**src/rtl/sckgen_pkg.sv**
```systemverilog
package sckgen_pkg;

   typedef enum logic {
      SRC_DIVIDED = 1'b0,
      SRC_BYPASS  = 1'b1
   } sck_src_e;

endpackage

```
**src/rtl/sckgen_cfg_hold.sv**
```systemverilog
module sckgen_cfg_hold
   import sckgen_pkg::*;
#(
   parameter int CFG_W         = 32,
   parameter int DIV_W         = 6,
   parameter int SRC_BIT       = 31,
   parameter int DIV_LSB       = 12,
   parameter int HI_LSB        = 6,
   parameter int LO_LSB        = 0,
   parameter bit ENABLE_BYPASS = 1'b1
) (
   input  logic             clk_i,
   input  logic             rst_ni,
   input  logic             run_i,
   input  logic [CFG_W-1:0] cfg_i,
   output logic [DIV_W-1:0] div_o,
   output logic [DIV_W-1:0] hi_o,
   output logic [DIV_W-1:0] lo_o,
   output sck_src_e         src_o
);

   localparam int DIV_MSB = DIV_LSB + DIV_W - 1;
   localparam int HI_MSB  = HI_LSB + DIV_W - 1;
   localparam int LO_MSB  = LO_LSB + DIV_W - 1;

   if (DIV_MSB >= CFG_W || HI_MSB >= CFG_W || LO_MSB >= CFG_W) begin : g_bad_field
      $error("sckgen_cfg_hold: a field lies outside the configuration word");
   end
   if (SRC_BIT >= CFG_W) begin : g_bad_src
      $error("sckgen_cfg_hold: source bit lies outside the configuration word");
   end

   sck_src_e src_d;

   if (ENABLE_BYPASS) begin : g_src_sel
      assign src_d = cfg_i[SRC_BIT] ? SRC_BYPASS : SRC_DIVIDED;
   end else begin : g_src_fixed
      assign src_d = SRC_DIVIDED;
   end

   always_ff @(posedge clk_i or negedge rst_ni) begin
      if (!rst_ni) begin
         div_o <= '0;
         hi_o  <= '0;
         lo_o  <= '0;
         src_o <= SRC_DIVIDED;
      end else if (!run_i) begin
         div_o <= cfg_i[DIV_MSB:DIV_LSB];
         hi_o  <= cfg_i[HI_MSB:HI_LSB];
         lo_o  <= cfg_i[LO_MSB:LO_LSB];
         src_o <= src_d;
      end
   end

   // fields stay frozen across consecutive running cycles
   p_cfg_frozen_r10: assert property (@(posedge clk_i) disable iff (!rst_ni)
      (run_i && $past(run_i)) |-> ($stable(div_o) && $stable(hi_o) && $stable(lo_o) && $stable(src_o)));

endmodule

```
**src/rtl/sckgen_period_cnt.sv**
```systemverilog
module sckgen_period_cnt #(
   parameter int DIV_W = 6
) (
   input  logic             clk_i,
   input  logic             rst_ni,
   input  logic             run_i,
   input  logic [DIV_W-1:0] div_i,
   output logic [DIV_W-1:0] cnt_o
);

   if (DIV_W < 1) begin : g_bad_width
      $error("sckgen_period_cnt: DIV_W must be at least 1");
   end

   localparam logic [DIV_W-1:0] CNT_ONE = DIV_W'(1);

   always_ff @(posedge clk_i or negedge rst_ni) begin
      if (!rst_ni) begin
         cnt_o <= '0;
      end else if (!run_i) begin
         cnt_o <= '0;
      end else if (cnt_o >= div_i) begin
         cnt_o <= '0;
      end else begin
         cnt_o <= cnt_o + CNT_ONE;
      end
   end

   // the counter never passes the divider value
   p_cnt_in_range_r4: assert property (@(posedge clk_i) disable iff (!rst_ni)
      cnt_o <= div_i);

   // reaching the divider value wraps to zero
   p_cnt_wrap_r4: assert property (@(posedge clk_i) disable iff (!rst_ni)
      (run_i && cnt_o == div_i) |=> (cnt_o == '0));

   // an idle request parks the counter at zero
   p_cnt_idle_r2: assert property (@(posedge clk_i) disable iff (!rst_ni)
      !run_i |=> (cnt_o == '0));

endmodule

```
**src/rtl/sckgen_edge_gen.sv**
```systemverilog
module sckgen_edge_gen
   import sckgen_pkg::*;
#(
   parameter int DIV_W = 6
) (
   input  logic             clk_i,
   input  logic             rst_ni,
   input  logic             run_i,
   input  sck_src_e         src_i,
   input  logic [DIV_W-1:0] cnt_i,
   input  logic [DIV_W-1:0] hi_i,
   input  logic [DIV_W-1:0] lo_i,
   output logic             sck_o,
   output logic             rise_o,
   output logic             fall_o
);

   logic hit_hi;
   logic hit_lo;
   logic sck_nxt;

   always_comb begin
      hit_hi = (cnt_i == hi_i);
      hit_lo = (cnt_i == lo_i);
      if (src_i == SRC_BYPASS) begin
         sck_nxt = ~sck_o;
      end else if (hit_lo) begin
         sck_nxt = 1'b0;
      end else if (hit_hi) begin
         sck_nxt = 1'b1;
      end else begin
         sck_nxt = sck_o;
      end
   end

   always_ff @(posedge clk_i or negedge rst_ni) begin
      if (!rst_ni) begin
         sck_o  <= 1'b0;
         rise_o <= 1'b0;
         fall_o <= 1'b0;
      end else if (!run_i) begin
         sck_o  <= 1'b0;
         rise_o <= 1'b0;
         fall_o <= 1'b0;
      end else begin
         sck_o  <= sck_nxt;
         rise_o <= ~sck_o & sck_nxt;
         fall_o <= sck_o & ~sck_nxt;
      end
   end

   // strobes are exclusive
   p_strobe_excl_r8: assert property (@(posedge clk_i) disable iff (!rst_ni)
      !(rise_o && fall_o));

   // a rise strobe accompanies a clock that just went high
   p_rise_edge_r8: assert property (@(posedge clk_i) disable iff (!rst_ni)
      rise_o |-> (sck_o && !$past(sck_o)));

   // a fall strobe accompanies a clock that just went low
   p_fall_edge_r8: assert property (@(posedge clk_i) disable iff (!rst_ni)
      fall_o |-> (!sck_o && $past(sck_o)));

   // idle request parks everything low
   p_idle_low_r2: assert property (@(posedge clk_i) disable iff (!rst_ni)
      !run_i |=> (!sck_o && !rise_o && !fall_o));

   // equal high and low points never raise the clock
   p_tie_low_r7: assert property (@(posedge clk_i) disable iff (!rst_ni)
      (run_i && src_i == SRC_DIVIDED && hit_hi && hit_lo) |=> (!sck_o && !rise_o));

   // bypass toggles on every running edge
   p_bypass_toggle_r9: assert property (@(posedge clk_i) disable iff (!rst_ni)
      (run_i && src_i == SRC_BYPASS) |=> (sck_o != $past(sck_o)));

endmodule

```
**src/rtl/spi_sck_gen.sv**
```systemverilog
module spi_sck_gen
   import sckgen_pkg::*;
#(
   parameter int CFG_W         = 32,
   parameter int DIV_W         = 6,
   parameter int SRC_BIT       = 31,
   parameter int DIV_LSB       = 12,
   parameter int HI_LSB        = 6,
   parameter int LO_LSB        = 0,
   parameter bit ENABLE_BYPASS = 1'b1
) (
   input  logic             clk_i,
   input  logic             rst_ni,
   input  logic             run_i,
   input  logic [CFG_W-1:0] cfg_i,
   output logic             sck_o,
   output logic             sck_rise_o,
   output logic             sck_fall_o
);

   logic [DIV_W-1:0] div_q;
   logic [DIV_W-1:0] hi_q;
   logic [DIV_W-1:0] lo_q;
   sck_src_e         src_q;
   logic [DIV_W-1:0] cnt_q;

   sckgen_cfg_hold #(
      .CFG_W        (CFG_W),
      .DIV_W        (DIV_W),
      .SRC_BIT      (SRC_BIT),
      .DIV_LSB      (DIV_LSB),
      .HI_LSB       (HI_LSB),
      .LO_LSB       (LO_LSB),
      .ENABLE_BYPASS(ENABLE_BYPASS)
   ) u_cfg (
      .clk_i (clk_i),
      .rst_ni(rst_ni),
      .run_i (run_i),
      .cfg_i (cfg_i),
      .div_o (div_q),
      .hi_o  (hi_q),
      .lo_o  (lo_q),
      .src_o (src_q)
   );

   sckgen_period_cnt #(
      .DIV_W(DIV_W)
   ) u_cnt (
      .clk_i (clk_i),
      .rst_ni(rst_ni),
      .run_i (run_i),
      .div_i (div_q),
      .cnt_o (cnt_q)
   );

   sckgen_edge_gen #(
      .DIV_W(DIV_W)
   ) u_edge (
      .clk_i (clk_i),
      .rst_ni(rst_ni),
      .run_i (run_i),
      .src_i (src_q),
      .cnt_i (cnt_q),
      .hi_i  (hi_q),
      .lo_i  (lo_q),
      .sck_o (sck_o),
      .rise_o(sck_rise_o),
      .fall_o(sck_fall_o)
   );

   // outputs low in the first cycle after reset release
   p_reset_low_r1: assert property (@(posedge clk_i) disable iff (!rst_ni)
      $rose(rst_ni) |-> (!sck_o && !sck_rise_o && !sck_fall_o));

endmodule

```
**config.mk**
```make
export PLATFORM = sky130hd
export DESIGN_NAME = spi_sck_gen
export DESIGN_NICKNAME = d
export VERILOG_FILES = /design/src/rtl/sckgen_pkg.sv /design/src/rtl/sckgen_cfg_hold.sv /design/src/rtl/sckgen_period_cnt.sv /design/src/rtl/sckgen_edge_gen.sv /design/src/rtl/spi_sck_gen.sv
export SDC_FILE = /design/constraint.sdc
export NUM_CORES = 1
export LEC_CHECK = 0
export ABC_AREA = 0
export CORE_UTILIZATION = 51
export DETAILED_ROUTE_END_ITERATION = 10
export PLACE_DENSITY_LB_ADDON = 0.25
export SKIP_CTS_REPAIR_TIMING = 1
export SLEW_MARGIN = 10
export SYNTH_ARGS = -nofsm -noshare
export SYNTH_HDL_FRONTEND = slang
export SYNTH_HIERARCHICAL = 1
export SYNTH_SLANG_ARGS = --single-unit
```
**constraint.sdc**
```tcl
create_clock -name clk_i -period 2.3 [get_ports clk_i]
set_input_delay 0.345 -clock clk_i [delete_from_list [all_inputs] [get_ports clk_i]]
set_output_delay 0.345 -clock clk_i [all_outputs]
set_load 0.01 [all_outputs]
```
==> key figures <==
Floorplanning
  • Io pins: 38
  • Core area: around 2600 um^2
  • Initial core utilization: between 50% and 60%
  • Die width: ~55 um
  • Die Area: approximately 3000 um^2
  • Height of the die: 55.1 um
  • # rows: 18

Route
  • First-pass DRT Iterations: 4
  • Wirelength per Cell: 14.2 um
  • Vias per inst: ~5.4
  • First DRT Iteration DRCs: 9
  • Post-DRT Antenna Nets: 0
  • Post-Route WL: around 2400 um
  • Residual DRC: 0
  • Vias: roughly 920

Hold path
  • Class of the worst hold path: in -> async

Finish
  • Area grow syn2layout: 20.7%
  • Most common cell after layout, fill and taps aside: dfrtp_1
  • Fillers: ~200
  • Final net count: about 180
  • Ant diodes: 0
  • Leading cell types in the layout, fill and taps excluded: 28 x dfrtp_1, 24 x clkdlybuf4s50_1, 10 x mux2_4, 10 x xor2_1
  • Layout cell share with drive strength beyond 1: about a fifth

Worst setup path
  • CP Class: reg -> out
  • CP Capture Type: output port
  • WP data required: about 2000 ps
  • Buf/Inv on CP: 1
  • Worst-path cell chain: clkdlybuf4s50_1
  • Reg2reg path depth: 4
  • Reg2reg setup slack: about 640 ps
  • Critical Path Start Type: flip-flop
  • CP max-delay cell: clkdlybuf4s50_1
  • CP arrival: 1340 ps
  • RR Startpoint: u_cnt/cnt_o[3]$_DFF_PN0_
  • CP max FO: 5
  • Crit path launch: u_edge/sck_o$_DFF_PN0_
  • Slowest stage delay, CP: between 500 and 600 ps
  • CP top delay family: buffers and inverters
  • Crit Reg-Reg Endpoint: u_cnt/cnt_o[3]$_DFF_PN0_

Clock network
  • Max Root-Sink Buffers: 2
  • CTS Sinks: 28
  • Total CTS buffers: 3
  • Htree depth: 1
  • Root Driver: clkbuf_4
  • CTS tree: yes
  • Worst-Skew Late Latency: between 300 and 400 ps
  • Reg clk slew, reported paths: approximately 150 ps

Synth
  • Post-synth top area share: between 40% and 50%
  • Syn Area/Cell: approximately 13 um^2
  • Synth unique cells: 25
  • Synth area leaders: dfrtp_1 49%, mux2_4 10%, mux2_2 7.0%
  • Synth warn: 6
  • Gate count after technology mapping: about 110
  • Syn Nets: approximately 150
  • Cell Area, Synth: about 1400 um^2
  • Sequential area share after synthesis: 48.7%
  • Yosys top cell by area: dfrtp_1
  • Synthesized flop and latch total: 28

GRT
  • Initial antenna violation count: 0
  • Vias in the first global route: between 800 and 900
  • Largest net degree at the start of global routing: 29
  • First-pass GRT wire length: approximately 3600 um
  • Gr ovfl total: 0
  • Global router's overall resource usage: between 15 and 20%

Timing
  • Layout Skew: 5.04 ps
  • Max Freq: 594 MHz
  • Least-Margin Pin Slew: ~560 ps
  • RSZ-0062 raised after global routing: no
  • Final setup margin: about 600 ps
  • Final Hold Viols: 0
  • Final Critical Period: between 1500 and 2000 ps
  • Final setup fails: 0
  • Total negative slack: 0 ps
  • Period utilization: ~73%
  • Normalized max-slew margin: 62.5%
  • Final Max Slew Viols: 0

Placement
  • Gp weighted congestion: approximately 0.82
  • I/O Buffers: 24
  • Pre-CTS setup slack: around 420 ps
  • Hpwl dp: between 1500 and 2000 um

Power and ir drop
  • Peak supply drop: 394 uV
  • Power Density: 588 nW/um^2
  • Leakage power: approximately 0.8 nW

Status
  • Status: finished clean

Flow run
  • Max Cap Violations: 0
## Yosys cell counts, drive strengths merged
library cell,count
ha,7
a221oi,1
o21ai,1
a21oi,1
xor2,10
buf,2
nand2b,1
a31oi,2
o2111ai,1
inv,9
nand2,7
xnor2,5
nor2,2
or3,1
nor4,2
a211oi,6
a21o,1
dfrtp,28
nand3,3
and4b,1
mux2,19
nor4b,1
## where the power goes
part / leakage, nW / switching [mW] / total [mW] / internal, mW
Combinational: 0.425 / 0.0823 / 0.207 / 0.125
Sequential: 0.343 / 0.0414 / 0.577 / 0.536
Clock: 0.0210 / 0.140 / 0.237 / 0.0968
Total: 0.790 / 0.264 / 1.02 / 0.758
## state kept, by name, summed over array words and instances, names as in the netlist
name	cells
u_cnt/cnt_o	6
u_cfg/hi_o	6
u_edge/rise_o	1
u_cfg/lo_o	6
u_cfg/div_o	6
u_edge/sck_o	1
u_cfg/src_o	1
u_edge/fall_o	1
## layout make-up
class | instances | area, um^2 | share of cell area (%)
Sequential cell | 28 | 701 | 40.3
Multi-Input combinational cell | 72 | 674 | 38.8
Timing Repair Buffer | 26 | 255 | 14.7
Tap cell | 30 | 37.5 | 2.16
Clock buffer | 4 | 36.3 | 2.09
Inverter | 9 | 33.8 | 1.94
## stage by stage
step | hold WS [ps] | cells | area (um^2) | power, mW | utilization [%]
2_1_floorplan | 49.4 | 111 | 1440 | 0.714 | -
3_3_place_gp | 494 | 165 | 1700 | 0.787 | 66.3
3_5_place_dp | 505 | 165 | 1700 | 0.797 | 66.3
4_1_cts | 387 | 169 | 1740 | 1.04 | 67.7
5_1_grt | 413 | 169 | 1740 | 1.08 | 67.7
6_report | 385 | 169 | 1740 | 1.02 | 67.7
## routing by layer
| layer | track usage [%] | routed length [um] | share of wire, % |
|---|---|---|---|
| met5 | 0 | 0 | 0 |
| met4 | 6.25 | 10 | 0.42 |
| met3 | 2.46 | 108 | 4.5 |
| met2 | 30.5 | 1190 | 50 |
| met1 | 21.0 | 1090 | 45 |
## cells by family after synthesis
family	share of synthesized area (%)
AND/OR/NAND/NOR	7.30
flip-flops	48.7
AO/OA/AOI/OAI	6.86
multiplexers	17.5
adder cells (fa/ha/maj)	6.08
buffers and inverters	4.52
XOR/XNOR	9.12
## worst max-delay path by stage
stage	depth (start not counted)	endpoint
global route	1	sck_o
CTS	1	sck_o
floorplan	5	u_cnt/cnt_o[5]$_DFF_PN0_
global placement	4	u_cnt/cnt_o[1]$_DFF_PN0_
detailed placement	4	u_cnt/cnt_o[3]$_DFF_PN0_
finish	1	sck_o
Power figures use the tool's default switching activity.
